## config.mk

```make
export PLATFORM = sky130hd
export DESIGN_NAME = pwm_regif
export DESIGN_NICKNAME = d
export VERILOG_FILES = /design/src/rtl/pwm_regif_pkg.sv /design/src/rtl/pwm_run_fsm.sv /design/src/rtl/pwm_event_reg.sv /design/src/rtl/pwm_chan_regs.sv /design/src/rtl/pwm_regif.sv
export SDC_FILE = /design/constraint.sdc
export NUM_CORES = 1
export LEC_CHECK = 0
export CAP_MARGIN = 40
export CELL_PAD_IN_SITES_DETAIL_PLACEMENT = 0
export CELL_PAD_IN_SITES_GLOBAL_PLACEMENT = 1
export CORE_ASPECT_RATIO = 0.75
export CORE_UTILIZATION = 40
export CTS_CLUSTER_SIZE = 28
export DETAILED_ROUTE_END_ITERATION = 8
export PLACE_DENSITY = 0.75
export SLEW_MARGIN = 25
export SYNTH_ARGS = -nofsm -noshare
export SYNTH_HDL_FRONTEND = slang
export SYNTH_HIERARCHICAL = 1
export SYNTH_SLANG_ARGS = --single-unit
```

## constraint.sdc

```tcl
create_clock -name clk -period 3.4 [get_ports clk]
set_clock_uncertainty 0.05 [all_clocks]
set_input_delay 0.68 -clock clk [delete_from_list [all_inputs] [get_ports clk]]
set_output_delay 0.68 -clock clk [all_outputs]
set_load 0.05 [all_outputs]
```

## src/rtl/pwm_regif_pkg.sv

```systemverilog
package pwm_regif_pkg;

    typedef enum logic {
        RUN_OFF = 1'b0,
        RUN_ON  = 1'b1
    } run_state_e;

    localparam int OFS_ENABLE  = 'h004;
    localparam int OFS_DISABLE = 'h008;
    localparam int OFS_STATUS  = 'h00C;
    localparam int OFS_EVENT   = 'h01C;

    localparam int CH_BASE     = 'h200;
    localparam int CH_STRIDE   = 'h020;

    localparam logic [4:0] WIN_MODE    = 5'h00;
    localparam logic [4:0] WIN_DUTY    = 5'h04;
    localparam logic [4:0] WIN_DUTYUPD = 5'h08;
    localparam logic [4:0] WIN_PERIOD  = 5'h0C;
    localparam logic [4:0] WIN_PERUPD  = 5'h10;

    localparam int CLKSEL_W     = 4;
    localparam int MODE_POL_BIT = 9;
    localparam int MODE_UPD_BIT = 10;

endpackage

```

## src/rtl/pwm_run_fsm.sv

```systemverilog
module pwm_run_fsm
    import pwm_regif_pkg::*;
(
    input  logic clk,
    input  logic rst_n,
    input  logic start,
    input  logic stop,
    output logic running
);

    run_state_e state_q, state_d;

    always_ff @(posedge clk or negedge rst_n) begin
        if (!rst_n) state_q <= RUN_OFF;
        else        state_q <= state_d;
    end

    always_comb begin
        state_d = state_q;
        unique case (state_q)
            RUN_OFF: if (start && !stop) state_d = RUN_ON;
            RUN_ON:  if (stop)           state_d = RUN_OFF;
            default: state_d = RUN_OFF;
        endcase
    end

    always_comb begin
        running = (state_q == RUN_ON);
    end

    a_r3_stop_takes_effect: assert property (@(posedge clk) disable iff (!rst_n)
        stop |=> !running);

    a_r2_start_takes_effect: assert property (@(posedge clk) disable iff (!rst_n)
        (start && !stop) |=> running);

endmodule

```

## src/rtl/pwm_event_reg.sv

```systemverilog
module pwm_event_reg #(
    parameter int NCH = 4
) (
    input  logic           clk,
    input  logic           rst_n,
    input  logic [NCH-1:0] pulse,
    input  logic           clr,
    output logic [NCH-1:0] evt
);

    always_ff @(posedge clk or negedge rst_n) begin
        if (!rst_n) evt <= '0;
        else        evt <= (clr ? '0 : evt) | pulse;
    end

    a_r6_pulse_survives: assert property (@(posedge clk) disable iff (!rst_n)
        (pulse != '0) |=> ((evt & $past(pulse)) == $past(pulse)));

    a_r5_read_clears: assert property (@(posedge clk) disable iff (!rst_n)
        (clr && pulse == '0) |=> (evt == '0));

endmodule

```

## src/rtl/pwm_chan_regs.sv

```systemverilog
module pwm_chan_regs
    import pwm_regif_pkg::*;
#(
    parameter int DW = 32,
    parameter int CW = 16
) (
    input  logic                clk,
    input  logic                rst_n,
    input  logic                wr,
    input  logic [4:0]          ofs,
    input  logic [DW-1:0]       wdata,
    output logic [DW-1:0]       rdata,
    output logic [CLKSEL_W-1:0] clksel,
    output logic                polarity,
    output logic                upd_sel,
    output logic [CW-1:0]       duty,
    output logic [CW-1:0]       duty_upd,
    output logic [CW-1:0]       period,
    output logic [CW-1:0]       period_upd
);

    logic unused_wdata_hi;
    assign unused_wdata_hi = ^wdata[DW-1:CW];

    always_ff @(posedge clk or negedge rst_n) begin
        if (!rst_n) begin
            clksel     <= '0;
            polarity   <= 1'b0;
            upd_sel    <= 1'b0;
            duty       <= '0;
            duty_upd   <= '0;
            period     <= '0;
            period_upd <= '0;
        end else if (wr) begin
            unique case (ofs)
                WIN_MODE: begin
                    clksel   <= wdata[CLKSEL_W-1:0];
                    polarity <= wdata[MODE_POL_BIT];
                    upd_sel  <= wdata[MODE_UPD_BIT];
                end
                WIN_DUTY:    duty       <= wdata[CW-1:0];
                WIN_DUTYUPD: duty_upd   <= wdata[CW-1:0];
                WIN_PERIOD:  period     <= wdata[CW-1:0];
                WIN_PERUPD:  period_upd <= wdata[CW-1:0];
                default: ;
            endcase
        end
    end

    always_comb begin
        rdata = '0;
        unique case (ofs)
            WIN_MODE: begin
                rdata[CLKSEL_W-1:0] = clksel;
                rdata[MODE_POL_BIT] = polarity;
                rdata[MODE_UPD_BIT] = upd_sel;
            end
            WIN_DUTY:    rdata = DW'(duty);
            WIN_DUTYUPD: rdata = DW'(duty_upd);
            WIN_PERIOD:  rdata = DW'(period);
            WIN_PERUPD:  rdata = DW'(period_upd);
            default:     rdata = '0;
        endcase
    end

    a_r10_idle_hold: assert property (@(posedge clk) disable iff (!rst_n)
        !wr |=> ($stable(duty) && $stable(duty_upd) && $stable(period) &&
                 $stable(period_upd) && $stable(clksel) && $stable(polarity) &&
                 $stable(upd_sel)));

endmodule

```

## src/rtl/pwm_regif.sv

```systemverilog
module pwm_regif
    import pwm_regif_pkg::*;
#(
    parameter int AW  = 12,
    parameter int DW  = 32,
    parameter int NCH = 4,
    parameter int CW  = 16
) (
    input  logic                    clk,
    input  logic                    rst_n,
    input  logic [AW-1:0]           bus_addr,
    input  logic                    bus_wr,
    input  logic                    bus_rd,
    input  logic [DW-1:0]           bus_wdata,
    output logic [DW-1:0]           bus_rdata,
    input  logic [NCH-1:0]          core_active,
    input  logic [NCH-1:0]          core_period_start,
    output logic [NCH-1:0]          ch_run,
    output logic [NCH*CLKSEL_W-1:0] ch_clksel,
    output logic [NCH-1:0]          ch_polarity,
    output logic [NCH-1:0]          ch_upd_sel,
    output logic [NCH*CW-1:0]       ch_duty,
    output logic [NCH*CW-1:0]       ch_duty_upd,
    output logic [NCH*CW-1:0]       ch_period,
    output logic [NCH*CW-1:0]       ch_period_upd
);

    localparam int IDXW = (NCH > 1) ? $clog2(NCH) : 1;
    localparam int WIN_END = CH_BASE + NCH * CH_STRIDE;

    logic            aligned, in_chan;
    logic [IDXW-1:0] ch_idx;
    logic [4:0]      ch_ofs;
    logic            hit_ena, hit_dis, hit_stat, hit_evt;
    logic [NCH-1:0]  start_v, stop_v, evt_q;
    logic [DW-1:0]   crd [NCH];
    logic [DW-1:0]   rd_mux;
    logic            rd_hit;

    assign aligned  = (bus_addr[1:0] == 2'b00);
    assign in_chan  = aligned && (int'(bus_addr) >= CH_BASE) && (int'(bus_addr) < WIN_END);
    assign ch_idx   = bus_addr[5 +: IDXW];
    assign ch_ofs   = bus_addr[4:0];
    assign hit_ena  = (bus_addr == AW'(OFS_ENABLE));
    assign hit_dis  = (bus_addr == AW'(OFS_DISABLE));
    assign hit_stat = (bus_addr == AW'(OFS_STATUS));
    assign hit_evt  = (bus_addr == AW'(OFS_EVENT));

    assign start_v = (bus_wr && hit_ena) ? bus_wdata[NCH-1:0] : '0;
    assign stop_v  = (bus_wr && hit_dis) ? bus_wdata[NCH-1:0] : '0;

    for (genvar n = 0; n < NCH; n++) begin : g_chan
        pwm_run_fsm u_run (
            .clk     (clk),
            .rst_n   (rst_n),
            .start   (start_v[n]),
            .stop    (stop_v[n]),
            .running (ch_run[n])
        );

        pwm_chan_regs #(.DW(DW), .CW(CW)) u_regs (
            .clk        (clk),
            .rst_n      (rst_n),
            .wr         (bus_wr && in_chan && (ch_idx == IDXW'(n))),
            .ofs        (ch_ofs),
            .wdata      (bus_wdata),
            .rdata      (crd[n]),
            .clksel     (ch_clksel[n*CLKSEL_W +: CLKSEL_W]),
            .polarity   (ch_polarity[n]),
            .upd_sel    (ch_upd_sel[n]),
            .duty       (ch_duty[n*CW +: CW]),
            .duty_upd   (ch_duty_upd[n*CW +: CW]),
            .period     (ch_period[n*CW +: CW]),
            .period_upd (ch_period_upd[n*CW +: CW])
        );
    end

    pwm_event_reg #(.NCH(NCH)) u_evt (
        .clk   (clk),
        .rst_n (rst_n),
        .pulse (core_period_start),
        .clr   (bus_rd && hit_evt),
        .evt   (evt_q)
    );

    always_comb begin
        rd_mux = '0;
        rd_hit = 1'b1;
        if (in_chan)       rd_mux = crd[ch_idx];
        else if (hit_stat) rd_mux = DW'(core_active);
        else if (hit_evt)  rd_mux = DW'(evt_q);
        else               rd_hit = 1'b0;
    end

    always_ff @(posedge clk or negedge rst_n) begin
        if (!rst_n)      bus_rdata <= '0;
        else if (bus_rd) bus_rdata <= rd_mux;
    end

    a_r9_unmapped_reads_zero: assert property (@(posedge clk) disable iff (!rst_n)
        (bus_rd && !rd_hit) |=> (bus_rdata == '0));

    a_r4_status_mirrors_cores: assert property (@(posedge clk) disable iff (!rst_n)
        (bus_rd && hit_stat) |=> (bus_rdata == DW'($past(core_active))));

endmodule

```

==> run summary <==
Req. time, crit path: 3780 ps
Residual DRC: 0
Power Density: 378 nW/um^2
DP Wirelength: 38.6 mm
WP data arrival: 3190 ps
Share of the synthesized area in the top cell type: 48.9%
Die W: 236 um
Root buffer cell: clkbuf_16
CP Class: primary input to flop
# Post-CTS Setup Buffers: 0
Fillcell total: 3417
CP Launch Type: primary input
# IOs: 372
Unique cell type count in the Yosys netlist: 48
Leading area contributor after synthesis: dfrtp_1
Total GRT Usage: 25.0%
R2r startpoint: g_chan[2].u_regs/duty_upd[1]$_DFFE_PN0P_
Period utilisation layout: 82.6%
Nets: 1650
Area contributors post-synth: dfrtp_1 (49%), mux2_2 (13%), mux2_4 (5.9%), mux2i_1 (4.4%), mux4_2 (4.4%)
Final-report setup violation count: 0
Share of layout cells above drive strength 1: 30.8%
Fin util: 54.8%
Sequential area share after synthesis: 48.9%
Leak: 10.0 nW
Pin count of the biggest net entering global routing: 70
Worst Setup SP: bus_addr[2]
DR vias/cell: 5.34
VDD IR-drop max: 0.000281 V
Port Buf Inserts: 355
Global route overflow: 0
Detailed-router iteration count before antenna repair: 5
Setup Total Neg Slack: 0 ps
Starting density of the core: 41.0%
CTS tree: built
Measured slew at the worst slew-check pin: 825 ps
Final Hold Viols: 0
Flops & latches, synth: 320
Clk Latency, worst-skew pair: 520 ps
Routability cong.: 0.868
Total Wirelength: 52.2 mm
Core ar.: 40000 um^2
CP Max Fanout: 27
Post-route cell area: 21900 um^2
Clk buf depth: 3
DP Area: 20700 um^2
Via count: 11400
DIE AREA: 41800 um^2
Hold_buf cts: 0
ANT nets after route: 0
Synth-to-layout area growth: 33.7%
Post-layout min period: 2810 ps
Total power: 8.27 mW
Status: completed
Worst hold path class: primary input to async pin
Routed length per placed instance: 24.4 um
Mapped Cells: 1189
PostCTS Resize Cnt: 0
Final Max Slew Viols: 0
Fmax: 0.356 GHz
Row cnt: 63
Mapped cell area: 16400 um^2
Initial antenna violation count: 0
RSZ-0062 raised after global routing: no
Detailed Route Iter0 Violations: 682
Worst setup EP type: flop
Clock Pin Slew Worst Setup and Hold Paths: 60 ps
Max_cap viols: 0
Vias in the first global route: 11700
Leading cell type in the layout, fill and taps excluded: clkdlybuf4s50_1
Rel. slew slack: 44.8%
Yosys warning total: 6
Die height: 177 um
CTS Buf Count: 35
Most frequent cells in the layout: clkdlybuf4s50_1 (350), dfrtp_1 (320), mux2_2 (192)
First-pass GRT wire length: 77.7 mm
Synth Area per Inst: 13.8 um^2
Clock sink total: 320
H-tree levels: 2
==> worst paths after layout <==
check,cells past startpoint,slack [ps],to
min,1,70,g_chan[1].u_regs/duty_upd[0]$_DFFE_PN0P_
min in group clk,1,430,u_evt/evt[0]$_DFF_PN0_
min reg2reg,1,430,u_evt/evt[0]$_DFF_PN0_
max reg2reg,5,1410,bus_rdata[1]$_DFFE_PN0P_
max,9,590,bus_rdata[5]$_DFFE_PN0P_
max in group asynchronous,2,2380,bus_rdata[19]$_DFFE_PN0P_
==> worst max-delay path, cell delays in order <==
cell and delay [ps]:
clkdlybuf4s50_1 510, buf_12 200, or4b_2 690, buf_4 230, o22ai_1 320, buf_4 190
mux4_2 230, inv_1 50, o22ai_1 90
==> synth_stat cells (all sizes together) <==
master  count
inv        63
mux4       32
mux2      296
nor3        9
nor2       34
or4b        8
a21o        8
and4        1
o221ai      4
o21ba       4
or3         4
nand2       4
conb        4
buf       111
mux2i      72
o22ai      72
nand4      11
or3b        1
o211ai      4
nand3      10
dfrtp     320
nand2b      8
a22oi      44
nor2b       8
and2        5
a221o      16
nor4        1
or4         4
and2b       8
nor4bb      1
and3        1
clkbuf     21
==> logic make-up after synthesis <==
logic type / count (synthesis) / share of synthesized area (%)
multiplexers: 400 / 30.6
other: 4 / 0.0917
AO/OA/AOI/OAI: 152 / 7.52
flip-flops: 320 / 48.9
AND/OR/NAND/NOR: 118 / 5.53
buffers and inverters: 195 / 7.33
==> where the power goes <==
| group | switching (mW) | total (mW) | internal (mW) |
|---|---|---|---|
| combinational | 0.341 | 0.526 | 0.185 |
| clock | 1.57 | 3.93 | 2.36 |
| sequential | 0.00438 | 3.82 | 3.81 |
==> per-stage QoR <==
step,setup WS (ps),instances,hold WS [ps]
6_report,592,2136,71.1
3_3_place_gp,115,2072,411
3_5_place_dp,104,2076,420
5_1_grt,439,2135,86.0
4_1_cts,634,2134,68.8
2_1_floorplan,789,1249,334
==> registers in the layout, summed over array words and instances (netlist names) <==
| name | count |
|---|---|
| g_chan.u_regs/duty | 64 |
| g_chan.u_regs/duty_upd | 64 |
| g_chan.u_regs/period | 64 |
| g_chan.u_regs/period_upd | 64 |
| bus_rdata | 32 |
| g_chan.u_regs/clksel | 16 |
| g_chan.u_regs/polarity | 4 |
| g_chan.u_regs/upd_sel | 4 |
| g_chan.u_run/running | 4 |
| u_evt/evt | 4 |
==> metal layers <==
layer	wire length, um	GRT usage, %
met4	990	5.42
met5	0	0
met3	3990	7.21
met2	22900	37.0
met1	24300	36.0
==> cell type report <==
| type | count | area [um^2] | area share, % |
|---|---|---|---|
| Timing Repair Buffer | 440 | 4430 | 20.2 |
| Multi-Input combinational cell | 734 | 7390 | 33.8 |
| Sequential cell | 320 | 8010 | 36.6 |
| Clock buffer | 51 | 1090 | 4.97 |
| Clock inverter | 7 | 85.1 | 0.389 |
| Antenna cell | 1 | 2.50 | 0.0114 |
| Inverter | 63 | 236 | 1.08 |
| Tap cell | 520 | 651 | 2.97 |
Note: power is estimated with default switching activity, not from simulation.
